**src/rtl/bt_pkg.sv**
```systemverilog
package bt_pkg;

    localparam int unsigned BT_AW = 8;
    localparam int unsigned BT_DW = 8;

    localparam logic [BT_AW-1:0] BT_ADDR_LOAD = 8'hC0;
    localparam logic [BT_AW-1:0] BT_ADDR_CTL  = 8'hC1;
    localparam logic [BT_AW-1:0] BT_ADDR_ACK  = 8'hC2;

    typedef enum logic {
        ST_HALT  = 1'b0,
        ST_COUNT = 1'b1
    } bt_state_e;

endpackage

```
**src/rtl/bt_ctrl.sv**
```systemverilog
module bt_ctrl
    import bt_pkg::*;
(
    input  logic             clk,
    input  logic             rst_n,
    input  logic [BT_AW-1:0] bus_addr,
    input  logic             bus_we,
    input  logic             wbit0,
    output logic             run_o,
    output logic             ld_o,
    output logic             ack_o
);

    bt_state_e state_q, state_d;
    logic      ctl_wr;

    assign ctl_wr = bus_we && (bus_addr == BT_ADDR_CTL);
    assign ld_o   = bus_we && (bus_addr == BT_ADDR_LOAD);
    assign ack_o  = bus_we && (bus_addr == BT_ADDR_ACK) && wbit0;

    // state register
    always_ff @(posedge clk or negedge rst_n) begin
        if (!rst_n) state_q <= ST_HALT;
        else        state_q <= state_d;
    end

    // transitions: START and STOP
    always_comb begin
        state_d = state_q;
        unique case (state_q)
            ST_HALT:  if (ctl_wr && !wbit0) state_d = ST_COUNT;
            ST_COUNT: if (ctl_wr &&  wbit0) state_d = ST_HALT;
            default:  state_d = ST_HALT;
        endcase
    end

    // outputs
    always_comb begin
        run_o = 1'b0;
        unique case (state_q)
            ST_HALT:  run_o = 1'b0;
            ST_COUNT: run_o = 1'b1;
            default:  run_o = 1'b0;
        endcase
    end

    AST_START_ON_LOW: assert property (@(posedge clk) disable iff (!rst_n)
        (ctl_wr && !wbit0) |=> run_o);
    AST_STOP_ON_HIGH: assert property (@(posedge clk) disable iff (!rst_n)
        (ctl_wr && wbit0) |=> !run_o);
    AST_RUN_LEVEL: assert property (@(posedge clk) disable iff (!rst_n)
        !ctl_wr |=> $stable(run_o));

endmodule

```
**src/rtl/bt_prescale.sv**
```systemverilog
module bt_prescale #(
    parameter int unsigned TICK_DIV = 1000
) (
    input  logic clk,
    input  logic rst_n,
    input  logic run_i,
    input  logic restart_i,
    input  logic us_en,
    output logic tick_o
);

    localparam int unsigned PW = (TICK_DIV > 2) ? $clog2(TICK_DIV) : 1;
    localparam logic [PW-1:0] LAST = PW'(TICK_DIV - 1);

    logic [PW-1:0] pre_q;
    logic          at_last;

    assign at_last = (pre_q == LAST);
    assign tick_o  = run_i && !restart_i && us_en && at_last;

    always_ff @(posedge clk or negedge rst_n) begin
        if (!rst_n) begin
            pre_q <= '0;
        end else if (!run_i || restart_i) begin
            pre_q <= '0;
        end else if (us_en) begin
            pre_q <= at_last ? '0 : pre_q + 1'b1;
        end
    end

    AST_PRE_RANGE: assert property (@(posedge clk) disable iff (!rst_n)
        pre_q <= LAST);
    AST_PRE_IDLE: assert property (@(posedge clk) disable iff (!rst_n)
        (run_i && !restart_i && !us_en) |=> $stable(pre_q));
    AST_PRE_RESTART: assert property (@(posedge clk) disable iff (!rst_n)
        (restart_i || !run_i) |=> (pre_q == '0));

endmodule

```
**src/rtl/bt_count.sv**
```systemverilog
module bt_count #(
    parameter int unsigned CNT_W = 8
) (
    input  logic             clk,
    input  logic             rst_n,
    input  logic             tick_i,
    input  logic             ld_i,
    input  logic [CNT_W-1:0] ld_val,
    output logic             top_o
);

    localparam logic [CNT_W-1:0] NEAR_TOP = {{(CNT_W-1){1'b1}}, 1'b0};

    logic [CNT_W-1:0] cnt_q;

    assign top_o = tick_i && !ld_i && (cnt_q == NEAR_TOP);

    always_ff @(posedge clk or negedge rst_n) begin
        if (!rst_n)      cnt_q <= '0;
        else if (ld_i)   cnt_q <= ld_val;
        else if (tick_i) cnt_q <= cnt_q + 1'b1;
    end

    AST_CNT_LOAD: assert property (@(posedge clk) disable iff (!rst_n)
        ld_i |=> (cnt_q == $past(ld_val)));
    AST_CNT_STEP: assert property (@(posedge clk) disable iff (!rst_n)
        (tick_i && !ld_i) |=> (cnt_q == $past(cnt_q) + 1'b1));
    AST_CNT_HOLD: assert property (@(posedge clk) disable iff (!rst_n)
        (!tick_i && !ld_i) |=> $stable(cnt_q));
    AST_CNT_TOP: assert property (@(posedge clk) disable iff (!rst_n)
        top_o |=> (&cnt_q));

endmodule

```
**src/rtl/bt_pend.sv**
```systemverilog
module bt_pend (
    input  logic clk,
    input  logic rst_n,
    input  logic set_i,
    input  logic clr_i,
    output logic pend_o
);

    always_ff @(posedge clk or negedge rst_n) begin
        if (!rst_n)     pend_o <= 1'b0;
        else if (set_i) pend_o <= 1'b1;
        else if (clr_i) pend_o <= 1'b0;
    end

    AST_SET_WINS: assert property (@(posedge clk) disable iff (!rst_n)
        set_i |=> pend_o);
    AST_CLEAR: assert property (@(posedge clk) disable iff (!rst_n)
        (clr_i && !set_i) |=> !pend_o);
    AST_STICKY: assert property (@(posedge clk) disable iff (!rst_n)
        (pend_o && !clr_i) |=> pend_o);

endmodule

```
**src/rtl/base_timer_irq.sv**
```systemverilog
module base_timer_irq
    import bt_pkg::*;
#(
    parameter int unsigned TICK_DIV = 1000
) (
    input  logic             clk,
    input  logic             rst_n,
    input  logic             us_en,
    input  logic [BT_AW-1:0] bus_addr,
    input  logic             bus_we,
    input  logic [BT_DW-1:0] bus_wdata,
    input  logic             irq_en,
    output logic             irq
);

    logic run, ld, ack, tick, top, pend;

    bt_ctrl u_ctrl (
        .clk      (clk),
        .rst_n    (rst_n),
        .bus_addr (bus_addr),
        .bus_we   (bus_we),
        .wbit0    (bus_wdata[0]),
        .run_o    (run),
        .ld_o     (ld),
        .ack_o    (ack)
    );

    bt_prescale #(.TICK_DIV(TICK_DIV)) u_pre (
        .clk       (clk),
        .rst_n     (rst_n),
        .run_i     (run),
        .restart_i (ld),
        .us_en     (us_en),
        .tick_o    (tick)
    );

    bt_count #(.CNT_W(BT_DW)) u_cnt (
        .clk    (clk),
        .rst_n  (rst_n),
        .tick_i (tick),
        .ld_i   (ld),
        .ld_val (bus_wdata),
        .top_o  (top)
    );

    bt_pend u_pend (
        .clk    (clk),
        .rst_n  (rst_n),
        .set_i  (top),
        .clr_i  (ack),
        .pend_o (pend)
    );

    assign irq = pend && irq_en;

    AST_TICK_NEEDS_RUN: assert property (@(posedge clk) disable iff (!rst_n)
        tick |-> run);
    AST_NO_IRQ_MASKED: assert property (@(posedge clk) disable iff (!rst_n)
        !irq_en |-> !irq);

endmodule

```
**config.mk**
```make
export PLATFORM = sky130hd
export DESIGN_NAME = base_timer_irq
export DESIGN_NICKNAME = d
export VERILOG_FILES = /design/src/rtl/bt_pkg.sv /design/src/rtl/bt_ctrl.sv /design/src/rtl/bt_prescale.sv /design/src/rtl/bt_count.sv /design/src/rtl/bt_pend.sv /design/src/rtl/base_timer_irq.sv
export SDC_FILE = /design/constraint.sdc
export NUM_CORES = 1
export LEC_CHECK = 0
export BUFFER_PORTS_ARGS = -buffer_cell sky130_fd_sc_hd__buf_2
export CAP_MARGIN = 10
export CORE_MARGIN = 2
export CORE_UTILIZATION = 40
export DETAILED_ROUTE_END_ITERATION = 8
export GPL_ROUTABILITY_DRIVEN = 0
export PLACE_DENSITY = 0.61
export SYNTH_ARGS = -nofsm -noshare
export SYNTH_HDL_FRONTEND = slang
export SYNTH_SLANG_ARGS = --single-unit
```
**constraint.sdc**
```tcl
create_clock -name clk -period 1.44 [get_ports clk]
set_input_delay 0.288 -clock clk [delete_from_list [all_inputs] [get_ports clk]]
set_output_delay 0.288 -clock clk [all_outputs]
set_load 0.05 [all_outputs]
```
Word level (Yosys, flattened, before mapping) --
Cells that the tools add are included.
Storage, ports and cells: output and inout bits 1, word-level logic and storage cells 42, bits of input ports 21, flip-flop bits (word level) 20
Cells by class: mux-type cells 11, $add $sub $neg 2, bitwise operators 1, reduce and logical (&&, ||, !) cells 19, equality and inequality tests 5
Operator list (number):
- $eq A8 B8 Y1 const B | 4
- $mux W10 | 3
- $mux W8 | 2
- $logic_and A1 B1 Y1 | 12
- $add A10 B1 Y10 const B | 1
- $eq A10 B10 Y1 const B | 1
- $add A8 B1 Y8 const B | 1
- $reduce_bool A2 Y1 | 3
- $mux W1 | 4
- $pmux W1 S2 | 2
- $logic_not A1 Y1 | 3
- $logic_or A1 B1 Y1 | 1
- $not A1 Y1 | 1

Longest topological paths before layout --
Gate-level depths: netlist of run 1.
word-level depth 9, mapped depth 7, mapped depth without buffers 6

Cells and area by module --
A second synthesis of run 1 with hierarchy kept.
Second synthesis, totals: cell total of the unflattened synthesis 130, area, all modules 1199.9 sq um
By module, submodules not included:
- bt_prescale | area each 585.6 sq um, times used 1, cells an instance 62, seq. area each 250.2 sq um
- bt_count | area each 475.5 sq um, times used 1, cells an instance 54, seq. area each 200.2 sq um
- bt_ctrl | area each 96.3 sq um, times used 1, cells an instance 10, seq. area each 25.0 sq um
- bt_pend | area each 36.3 sq um, times used 1, cells an instance 3, seq. area each 25.0 sq um
- base_timer_irq | area each 6.3 sq um, times used 1, cells an instance 1, seq. area each 0.0 sq um

Worst setup path before layout of run 1 --
No wires, ideal clock.
path kind input port to flip-flop, start input port bus_addr[4], end register u_pre.pre_q[5], data arrival time 1.428 ns, data required time 1.297 ns, stages on the path 6, setup slack -0.131 ns, cells stage by stage nand4b_1 > or4_4 > nor3_4 > nand2b_1 > buf_6 > a311oi_1
Between the ends: word-level cells in the longest chain between the ends 4, elaborated cells on any way between the ends 5
Ends and longest elaborated chain:
- start: declaration | line base_timer_irq.sv:9 | input logic [BT_AW-1:0] bus_addr,
- $eq A8 B8 Y1 * | line bt_ctrl.sv:18 | assign ld_o = bus_we && (bus_addr == BT_ADDR_LOAD);
- $logic_and A1 B1 Y1 * | line bt_ctrl.sv:18
- $logic_or A1 B1 Y1 * | line bt_prescale.sv:24 | end else if (!run_i || restart_i) begin
- $mux W10 / $reduce_bool A2 Y1 (equally long branches)
- end signal: assignment | line bt_prescale.sv:27 | pre_q <= at_last ? '0 : pre_q + 1'b1;
- end: declaration | line bt_prescale.sv:15 | logic [PW-1:0] pre_q;
Mark *: on every way between the ends. The rest lies on a longest branch, timed or not. A chain may end at the register's enable or synchronous reset.

Final worst setup path of run 1 --
start register u_pre.pre_q[3], end register u_pre.pre_q[8]
Between the ends: word-level cells in the longest chain between the ends 4, elaborated cells on any way between the ends 5
Ends and longest elaborated chain:
- $add A10 B1 Y10 / $eq A10 B10 Y1 (equally long branches) | line bt_prescale.sv:27, bt_prescale.sv:18
- $mux W10 * | line bt_prescale.sv:27
- $mux W10 * | line bt_prescale.sv:26 | end else if (us_en) begin
- $mux W10 * | line bt_prescale.sv:24
Mark *: on every way between the ends. The rest lies on a longest branch, timed or not. The select of a mux whose other input is x is not followed.

==> results of run 1 <==
-- repair_timing --
item | 4_1_cts | 5_1_grt
gates resized for setup | 5 | 19
hold buffers | 1 | 0
cloned | 0 | 0
buffers inserted | 0 | 1
pin swaps | 1 | 10
hold endpoints to repair | 20 | 0
setup endpoints to repair | 12 | 17
-- flip-flops by register name, indices dropped and copies added (netlist names), named ones only --
register       count
u_cnt.cnt_q        8
u_pend.pend_o      1
u_pre.pre_q       10
-- cells in the mapped netlist --
master	n
and3_1	4
xnor2_1	2
nand4b_1	1
nand3_1	5
mux2i_1	1
nor3_1	2
o2bb2ai_1	1
a41oi_1	1
and2_1	2
clkbuf_1	1
nor3_4	1
or4_4	1
or3_1	4
a21oi_1	8
nor4bb_1	1
and4bb_2	1
o211a_1	1
inv_1	4
nor2_1	5
xor2_1	7
nor3b_1	1
ha_1	3
nand4_1	7
o21ai_0	9
a311oi_1	2
dfrtp_1	20
nand2_1	19
o221a_2	1
buf_2	1
and4_1	3
a31oi_1	1
o21ai_1	1
buf_6	2
nand2b_1	1
-- path summary, 6_finish.rpt --
kind / to / slack, ps / cells past startpoint
min in group asynchronous: u_cnt.cnt_q[7]$_DFFE_PN0P_ / 440 / 2
setup / recovery: u_pre.pre_q[8]$_DFFE_PN0P_ / -80 / 5
hold reg to reg: u_pend.pend_o$_DFFE_PN0P_ / 510 / 1
hold / removal: u_cnt.cnt_q[2]$_DFFE_PN0P_ / 170 / 3
max in group asynchronous: u_pre.pre_q[2]$_DFFE_PN0P_ / 680 / 2
setup reg to reg: u_pre.pre_q[8]$_DFFE_PN0P_ / -80 / 5
-- cell type report --
class / count / area [µm²]
multi-input combinational: 96 / 689
tap: 31 / 38.8
fill: 245 / 1150
timing repair buffer: 45 / 308
clock buffer: 3 / 22.5
inverter: 4 / 15.0
sequential: 20 / 500
clock inverter: 1 / 30.0
-- per-layer routing --
layer  up-vias  track usage, %  share of wire [%]
li1        541               -                  -
met1       511            20.2                 43
met2        19            29.9                 53
met3         2            4.69                3.8
met4         0            2.66               0.46
met5         -               0                  0
-- cells by family (layout without fill, tap and decap cells) --
kind of cell / Yosys count / after routing / share of synthesized area [%]
adder cells (fa/ha/maj): 3 / 3 / 3.25
AO/OA/AOI/OAI: 25 / 25 / 13.2
buffers and inverters: 8 / 53 / 4.00
AND/OR/NAND/NOR: 58 / 58 / 28.6
multiplexers: 1 / 1 / 0.866
flip-flops: 20 / 20 / 43.3
XOR/XNOR: 9 / 9 / 6.82
-- power groups by stage --
| stage | Clock, mW | Sequential [mW] | Combinational (mW) |
|---|---|---|---|
| floorplan | 0 | 0.719 | 0.156 |
| global placement | 0 | 0.692 | 0.368 |
| detailed placement | 0 | 0.693 | 0.376 |
| CTS | 0.479 | 0.683 | 0.386 |
| global route | 0.510 | 0.694 | 0.464 |
| finish | 0.472 | 0.683 | 0.416 |
-- worst reg2reg max path: stages (launching register included) --
cell	delay (ps)
dfrtp_1	400
buf_4	150
and3_1	210
and3_1	210
and4_1	200
o221a_2	260
==> results by group, run 1 <==
Die
  – Row count: 19
  – Starting density of the core: 41.9%
  – DIE WIDTH: 57.8 µm
  – Core Box Area: 0.00276 mm²
  – Top Ports: 22
  – Die H: 57.8 µm
  – Die area: 0.00334 mm²

Drt
  – Antenna violation net count after detailed routing: 0
  – Initial detailed-routing violation count: 27
  – Wire per inst: 13.2 µm
  – Vias/cell: 5.37
  – Post-route DRC: 0
  – Vias: 1073
  – 1st-pass router iterations: 4
  – Final WL: 2630 µm

Pwr
  – Logic gate share of total power: 26.5%
  – Leakage Power: 0.742 nW
  – Sw frac: 26.9%
  – Peak supply drop: 856 µV
  – P_sw: 0.422 mW
  – Power, Total: 1.57 mW
  – Power per cell area: 979 mW/mm²
  – Share of power burned in registers: 43.5%
  – Pint: 1.15 mW
  – Clock share of power: 30.0%

Yosys
  – Seq/Total Area, Yosys: 43.3%
  – Post-synth cell types: 34
  – Post-synth top area share: 43.3%
  – Mapped Avg Cell Area: 9.32 µm²
  – Synth top area cells: dfrtp_1 43%, nand2_1 6.2%, xor2_1 5.3%
  – Mapped Area: 0.00116 mm²
  – Syn Inst Count: 124
  – Mapped Nets: 148
  – Yosys warns: 0
  – Register bit total from synthesis: 20
  – Cell taking the most area after synthesis: dfrtp_1

Clock network
  – CTS root buffer: clkbuf_4
  – Cts bufs inserted: 3
  – Clock transition at the registers of the reported paths: 120 ps
  – CTS Buffer Depth: 2
  – CTS tree: built
  – H-tree depth: 1
  – Clock sink count: 20
  – Worst-skew pair later-pin latency: 310 ps

Final layout
  – Final nets: 194
  – Commonest non-fill, non-tap cell in the layout: buf_2
  – Diode count: 0
  – Utilization after layout: 58.2%
  – Share of layout cells above drive strength 1: 40.8%
  – Synth-to-layout area growth: 38.7%
  – Cell Count, Final, Fillers Out: 200
  – Design area: 0.00160 mm²
  – Commonest non-fill, non-tap cells in the layout: 21 x buf_2, 20 x dfrtp_1, 20 x buf_4

Critical path
  – Setup CP Type: flip-flop to flip-flop
  – Critical Path Source Type: flip-flop
  – Crit path cell chain: buf_4 -> and3_1 -> and3_1 -> and4_1 -> o221a_2
  – CP max FO: 3
  – Worst EP required: 1650 ps
  – R2r startpoint: u_pre.pre_q[3]$_DFFE_PN0P_
  – Slowest stage delay, CP: 400 ps
  – Sum of buffers and inverters on the critical path: 1
  – Most common cell on crit path: and3_1
  – Cell family with most CP delay: simple AND/OR/NAND/NOR gates
  – Critical path's slowest cell: dfrtp_1
  – Critical Path AT: 1730 ps
  – Worst setup EP type: flip-flop
  – Setup crit start: u_pre.pre_q[3]$_DFFE_PN0P_

Placed design
  – Placed Cells: 194
  – HPWL Detailed: 1940 µm
  – Dpl cell area: 0.00147 mm²
  – Dpl ws: -242 ps
  – Port buffer count: 21

Run status
  – Status: finished with violations
  – Failing checks: negative setup slack

Timing
  – Max-slew headroom: 69.5%
  – Worst setup margin: -77.1 ps
  – Endpoints failing hold: 0
  – Hold WS: 174 ps
  – Worst Skew: 4.90 ps
  – Max Freq: 0.659 GHz
  – Slew Limit Fails: 0
  – Worst-margin pin slew: 457 ps
  – Unrepaired setup endpoints after global routing: true
  – Tmin final: 1520 ps
  – Setup Viol. Count Final: 5
  – Setup TNS: -199 ps
  – Tcrit/Tclk final: 105%

Min path
  – Hold Crit Start: bus_wdata[2]
  – Worst hold path class: input port to flip-flop

Global route
  – Largest net degree at the start of global routing: 21
  – Vias in the first global route: 1064
  – Initial antenna violation count: 0
  – First-pass GRT wire length: 4410 µm
  – GRT Util Overall: 16.7%
  – Total gr overflow: 0

Flow run
  – Maximum Capacitance Violations: 0
Power figures use the tool's default switching activity.
==> run 2: changes to the inputs <==
==> constraint.sdc (replaced) <==
create_clock -name clk -period 1.44 [get_ports clk]
set_input_delay 0.144 -clock clk [delete_from_list [all_inputs] [get_ports clk]]
set_output_delay 0.144 -clock clk [all_outputs]
set_load 0.05 [all_outputs]
==> run 2 against run 1 <==
The run still ends with negative setup slack left; non-clock buffer count is 2 higher; via count grew 0.56%; cell area decreased by 0.62%; maximum frequency down 1.5%; sequential power rose by 2%; clock skew rose by 4.4 ps; sequential share of layout area is 0.27 points higher; core utilization shrank 0.36 points; critical path type unchanged; total power is 4.6% higher; flip-flop and latch count stayed put; hold slack worse by 150 ps.
==> results by group, run 2 (synthesis results as in run 1) <==
Die
  – DIE WIDTH: 57.8 µm (unchanged)
  – Die H: 57.8 µm (unchanged)
  – Row count: 19 (unchanged)
  – Die area: 0.00334 mm² (unchanged)
  – Starting density of the core: 41.9% (unchanged)
  – Core Box Area: 0.00276 mm² (unchanged)
  – Top Ports: 22 (unchanged)

Global route
  – GRT Util Overall: 18.3% (+1.6 points)
  – Largest net degree at the start of global routing: 21 (unchanged)
  – Total gr overflow: 0 (unchanged)
  – Vias in the first global route: 1107 (+4.0%)
  – Initial antenna violation count: 0 (unchanged)
  – First-pass GRT wire length: 4750 µm (+7.8%)

Drt
  – Wire per inst: 13.8 µm (+4.4%)
  – Initial detailed-routing violation count: 44 (+63%)
  – Antenna violation net count after detailed routing: 0 (unchanged)
  – Vias: 1079 (+0.56%)
  – Final WL: 2780 µm (+5.5%)
  – 1st-pass router iterations: 4 (unchanged)
  – Vias/cell: 5.34 (-0.44%)
  – Post-route DRC: 0 (unchanged)

Critical path
  – Cell family with most CP delay: flip-flops
  – Sum of buffers and inverters on the critical path: 2 (+1)
  – R2r setup slk: -100 ps (-20 ps)
  – RR Endpoint: u_pre.pre_q[8]$_DFFE_PN0P_
  – Setup CP Type: flip-flop to flip-flop
  – Worst EP required: 1700 ps (+50 ps)
  – R2r startpoint: u_pre.pre_q[3]$_DFFE_PN0P_
  – CP max FO: 3 (unchanged)
  – Critical path's slowest cell: dfrtp_2
  – Critical Path Source Type: flip-flop
  – Slowest stage delay, CP: 450 ps (+50 ps)
  – Critical Path AT: 1800 ps (+70 ps)
  – Crit path cell chain: buf_12 -> and3_1 -> and3_4 -> buf_4 -> a31oi_1 -> o221a_2
  – Worst setup EP type: flip-flop
  – Worst Reg-to-Reg Cells: 6 (+1)

Pwr
  – Peak supply drop: 1030 µV (+21%)
  – Leakage Power: 0.742 nW (about the same)
  – Power per cell area: 1030 mW/mm² (+5.2%)

Final layout
  – Diode count: 0 (unchanged)
  – Final nets: 196 (+1.0%)
  – Commonest non-fill, non-tap cell in the layout: buf_4
  – Commonest non-fill, non-tap cells in the layout: 22 x buf_4, 21 x buf_2, 19 x nand2_1, 19 x dfrtp_1, 8 x a21oi_1
  – Max FFs per register: 10 (unchanged)
  – Biggest regs: u_pre.pre_q (10), u_cnt.cnt_q (8), u_pend.pend_o (1)
  – Design area: 0.00159 mm² (-0.62%)
  – Utilization after layout: 57.8% (-0.36 points)
  – Share of layout cells above drive strength 1: 38.0% (-2.8 points)
  – Top register by number of flip-flops: u_pre.pre_q
  – Synth-to-layout area growth: 37.9%

Clock network
  – Clock transition at the registers of the reported paths: 120 ps (about the same)
  – CTS Buffer Depth: 2 (unchanged)
  – H-tree depth: 1 (unchanged)
  – CTS tree: built
  – Cts bufs inserted: 3 (unchanged)
  – CTS root buffer: clkbuf_4
  – Worst-skew pair later-pin latency: 310 ps (about the same)
  – Clock sink count: 20 (unchanged)

Timing
  – Worst setup margin: -100 ps (-23.3 ps)
  – Tmin final: 1540 ps (+23.3 ps)
  – Endpoints failing hold: 0 (unchanged)
  – Setup Viol. Count Final: 13 (+8)
  – Max Freq: 0.649 GHz (-1.5%)
  – Unrepaired setup endpoints after global routing: true
  – Max-slew headroom: 69.4% (-0.096 points)
  – Tcrit/Tclk final: 107% (+1.6 points)
  – Setup TNS: -553 ps (-354 ps)
  – Slew Limit Fails: 0 (unchanged)
  – Worst-margin pin slew: 459 ps (+1.44 ps)
  – Worst Skew: 9.30 ps (+4.41 ps)

Run status
  – Status: finished with violations
  – Failing checks: negative setup slack

Placed design
  – Port buffer count: 21 (unchanged)
  – HPWL Detailed: 2020 µm (+4.6%)
  – Dpl cell area: 0.00147 mm² (unchanged)

Min path
  – Hold path endpoint: u_cnt.cnt_q[4]$_DFFE_PN0P_
  – Hold Crit Start: bus_wdata[4]
  – Worst hold path class: input port to flip-flop
  – Hold Crit Depth: 3 (unchanged)

Flow run
  – Maximum Capacitance Violations: 0 (unchanged)
[run 2: worst max path at each step]
stage | from | endpoint | slack [ps] | cells past startpoint
final | u_pre.pre_q[3]$_DFFE_PN0P_ | u_pre.pre_q[8]$_DFFE_PN0P_ | -100 | 6
after global routing | u_pre.pre_q[3]$_DFFE_PN0P_ | u_pend.pend_o$_DFFE_PN0P_ | -150 | 5
after CTS | u_pre.pre_q[3]$_DFFE_PN0P_ | u_pend.pend_o$_DFFE_PN0P_ | -80 | 5
after detailed placement | bus_addr[4] | flip-flop | -90 | 6
after global placement | bus_addr[4] | flip-flop | -80 | 6
after floorplan | u_pre.pre_q[1]$_DFFE_PN0P_ | u_cnt.cnt_q[3]$_DFFE_PN0P_ | -20 | 7
[run 2: layer usage]
metal | track usage (%) | wire, µm | up-vias
met3 | 4.02 | 100 | 2
met1 | 22.5 | 1160 | 508
li1 | - | - | 551
met2 | 32.6 | 1500 | 18
met5 | 0 | 0 | -
met4 | 4.32 | 19 | 0
[run 2: power breakdown]
group          switching (mW)  total, mW  leakage [nW]  internal, mW
Sequential             0.0599      0.694         0.264         0.634
Combinational           0.191      0.483         0.450         0.292
Clock                   0.185      0.466        0.0279         0.282
[run 2: worst min-delay path, stage by stage]
cell and delay (ps):
buf_2 80, nand2_1 40, o21ai_1 50
[run 2: metrics by stage]
stage / setup WS (ps) / total power, mW / std cells / hold slack [ps]
floorplan: -21.6 / 0.875 / 124 / -152
global placement: -77.7 / 1.06 / 194 / 122
detailed placement: -90.5 / 1.07 / 194 / 119
CTS: -77.6 / 1.56 / 199 / 18.4
global route: -155 / 1.73 / 202 / 29.6
finish: -100 / 1.64 / 202 / 26.6
[run 2: final cells by class]
type / instances / area (µm²)
fill: 260 / 1160
multi-input combinational: 96 / 654
sequential: 20 / 502
timing repair buffer: 47 / 332
tap: 31 / 38.8
clock inverter: 1 / 30.0
clock buffer: 3 / 22.5
inverter: 4 / 15.0
[run 2: timing repair]
action                     CTS  global route
pin swaps                    4             4
setup endpoints to repair   13            17
hold endpoints to repair    20             0
hold buffers                 1             0
buffers inserted             0             3
resized for setup            8             2
==> run 3: changes to the inputs <==
- SKIP_CTS_REPAIR_TIMING: default -> 1
==> run 3 against run 2 <==
The run still ends with negative setup slack left; die area unchanged; clock power hardly changed; non-clock buffer count decreased by 1; core utilization rose by 0.091 points; worst setup slack improved by 1.7 ps; clock skew shrank 4.2 ps; first-iteration DRC count up 30%; routed wire length increased by 0.22%; critical path type unchanged; largest cell class unchanged.
==> results by group, run 3 (synthesis results as in run 1) <==
Run status
  – Status: finished with violations
  – Failing checks: negative setup slack

Clock network
  – H-tree depth: 1 (unchanged)
  – Clock sink count: 20 (unchanged)
  – CTS root buffer: clkbuf_4
  – Clock transition at the registers of the reported paths: 120 ps (about the same)
  – CTS tree: built
  – Worst-skew pair later-pin latency: 310 ps (about the same)
  – Cts bufs inserted: 3 (unchanged)
  – CTS Buffer Depth: 2 (unchanged)

Timing
  – Worst Skew: 5.13 ps (-4.17 ps)
  – Unrepaired setup endpoints after global routing: true
  – Setup TNS: -304 ps (+249 ps)
  – Worst-margin pin slew: 465 ps (+6.11 ps)
  – Worst setup margin: -98.7 ps (+1.73 ps)
  – Tmin final: 1540 ps (-1.73 ps)
  – Tcrit/Tclk final: 107% (-0.12 points)
  – Endpoints failing hold: 0 (unchanged)
  – Setup Viol. Count Final: 9 (-4)
  – Max Freq: 0.650 GHz (+0.11%)
  – Max-slew headroom: 69.0% (-0.41 points)
  – Hold WS: 29.2 ps (+2.58 ps)
  – Slew Limit Fails: 0 (unchanged)

Die
  – Row count: 19 (unchanged)
  – Core Box Area: 0.00276 mm² (unchanged)
  – Die H: 57.8 µm (unchanged)
  – Die area: 0.00334 mm² (unchanged)
  – Starting density of the core: 41.9% (unchanged)
  – Top Ports: 22 (unchanged)
  – DIE WIDTH: 57.8 µm (unchanged)

Final layout
  – Top register by number of flip-flops: u_pre.pre_q
  – Utilization after layout: 57.9% (+0.091 points)
  – Share of layout cells above drive strength 1: 40.6% (+2.6 points)
  – Fillcell total: 265 (+1.9%)
  – Diode count: 0 (unchanged)
  – Commonest non-fill, non-tap cells in the layout: 22 x buf_4, 21 x buf_2, 19 x nand2_1, 19 x dfrtp_1
  – Synth-to-layout area growth: 38.1%
  – Max FFs per register: 10 (unchanged)
  – Design area: 0.00160 mm² (+0.16%)
  – Cell Count, Final, Fillers Out: 201 (-0.50%)
  – Final nets: 195 (-0.51%)
  – Biggest regs: u_pre.pre_q (10), u_cnt.cnt_q (8), u_pend.pend_o (1)
  – Commonest non-fill, non-tap cell in the layout: buf_4

Drt
  – Vias: 1091 (+1.1%)
  – Vias/cell: 5.43 (+1.6%)
  – Wire per inst: 13.9 µm (+0.71%)
  – 1st-pass router iterations: 6 (+2)
  – Antenna violation net count after detailed routing: 0 (unchanged)
  – Initial detailed-routing violation count: 57 (+30%)
  – Final WL: 2780 µm (+0.22%)
  – Post-route DRC: 0 (unchanged)

Critical path
  – Worst EP required: 1680 ps (-20 ps)
  – Worst setup EP type: flip-flop
  – RR Endpoint: u_pend.pend_o$_DFFE_PN0P_
  – Setup CP Type: flip-flop to flip-flop
  – R2r setup slk: -100 ps (about the same)
  – R2r startpoint: u_pre.pre_q[3]$_DFFE_PN0P_
  – Critical Path Source Type: flip-flop
  – CP max FO: 5 (+2)
  – Worst Reg-to-Reg Cells: 5 (-1)
  – Critical Path AT: 1780 ps (-20 ps)

Min path
  – Hold path endpoint: u_cnt.cnt_q[1]$_DFFE_PN0P_
  – Hold Crit Depth: 3 (unchanged)
  – Worst hold path class: input port to flip-flop
  – Hold Crit Start: bus_wdata[1]

Pwr
  – P_sw: 0.426 mW (-2.2%)
  – Sw frac: 26.8% (+0.34 points)
  – Leakage Power: 0.736 nW (-0.83%)
  – Power, Total: 1.59 mW (-3.4%)
  – Share of power burned in registers: 43.5% (+1.3 points)
  – Clock share of power: 29.3% (+0.9 points)
  – Power per cell area: 994 mW/mm² (-3.5%)
  – Logic gate share of total power: 27.2% (-2.2 points)
  – Pint: 1.16 mW (-3.8%)
  – Peak supply drop: 1020 µV (-0.83%)

Placed design
  – Dpl ws: -90.5 ps (unchanged)
  – HPWL Detailed: 2020 µm (unchanged)
  – Dpl cell area: 0.00147 mm² (unchanged)
  – Placed Cells: 194 (unchanged)
  – Port buffer count: 21 (unchanged)

Global route
  – First-pass GRT wire length: 4660 µm (-1.9%)
  – Vias in the first global route: 1107 (unchanged)
  – GRT Util Overall: 17.9% (-0.38 points)
  – Total gr overflow: 0 (unchanged)
  – Largest net degree at the start of global routing: 21 (unchanged)
  – Initial antenna violation count: 0 (unchanged)

Flow run
  – Maximum Capacitance Violations: 0 (unchanged)
run 3: how the worst max path moves through the flow:
| stage | start | endpoint | slack, ps |
|---|---|---|---|
| after detailed placement | bus_addr[4] | flip-flop | -90 |
| after CTS | u_pre.pre_q[4]$_DFFE_PN0P_ | u_pre.pre_q[8]$_DFFE_PN0P_ | -100 |
| after floorplan | u_pre.pre_q[1]$_DFFE_PN0P_ | u_cnt.cnt_q[3]$_DFFE_PN0P_ | -20 |
| after global placement | bus_addr[4] | flip-flop | -80 |
| after global routing | u_pre.pre_q[1]$_DFFE_PN0P_ | u_pend.pend_o$_DFFE_PN0P_ | -160 |
| final | u_pre.pre_q[3]$_DFFE_PN0P_ | u_pend.pend_o$_DFFE_PN0P_ | -100 |
run 3: critical path, cell delays in order (launching register included):
cell and delay, ps:
dfrtp_2 450, and4bb_2 310, nand4_1 150, or3_1 370
nand4_1 80, o2bb2ai_1 110
run 3: power groups by stage:
stage	clock, mW	sequential, mW	combinational [mW]
after floorplan	0	0.719	0.156
after global placement	0	0.700	0.358
after detailed placement	0	0.705	0.367
after CTS	0.478	0.694	0.370
after global routing	0.495	0.700	0.477
final	0.464	0.690	0.432
run 3: cell type report:
class / count / area [µm²] / area share, %
Clock buffer: 3 / 22.5 / 1.41
Clock inverter: 1 / 30.0 / 1.88
Inverter: 4 / 15.0 / 0.940
Multi-Input combinational cell: 96 / 677 / 42.4
Sequential cell: 20 / 502 / 31.4
Tap cell: 31 / 38.8 / 2.43
Timing Repair Buffer: 46 / 312 / 19.5
run 3: layer usage:
| metal | track usage, % | up-vias | wire length (µm) |
|---|---|---|---|
| met4 | 3.32 | 0 | 19 |
| li1 | - | 548 | - |
| met2 | 32.5 | 20 | 1490 |
| met5 | 0 | - | 0 |
| met3 | 4.02 | 2 | 107 |
| met1 | 21.9 | 521 | 1170 |
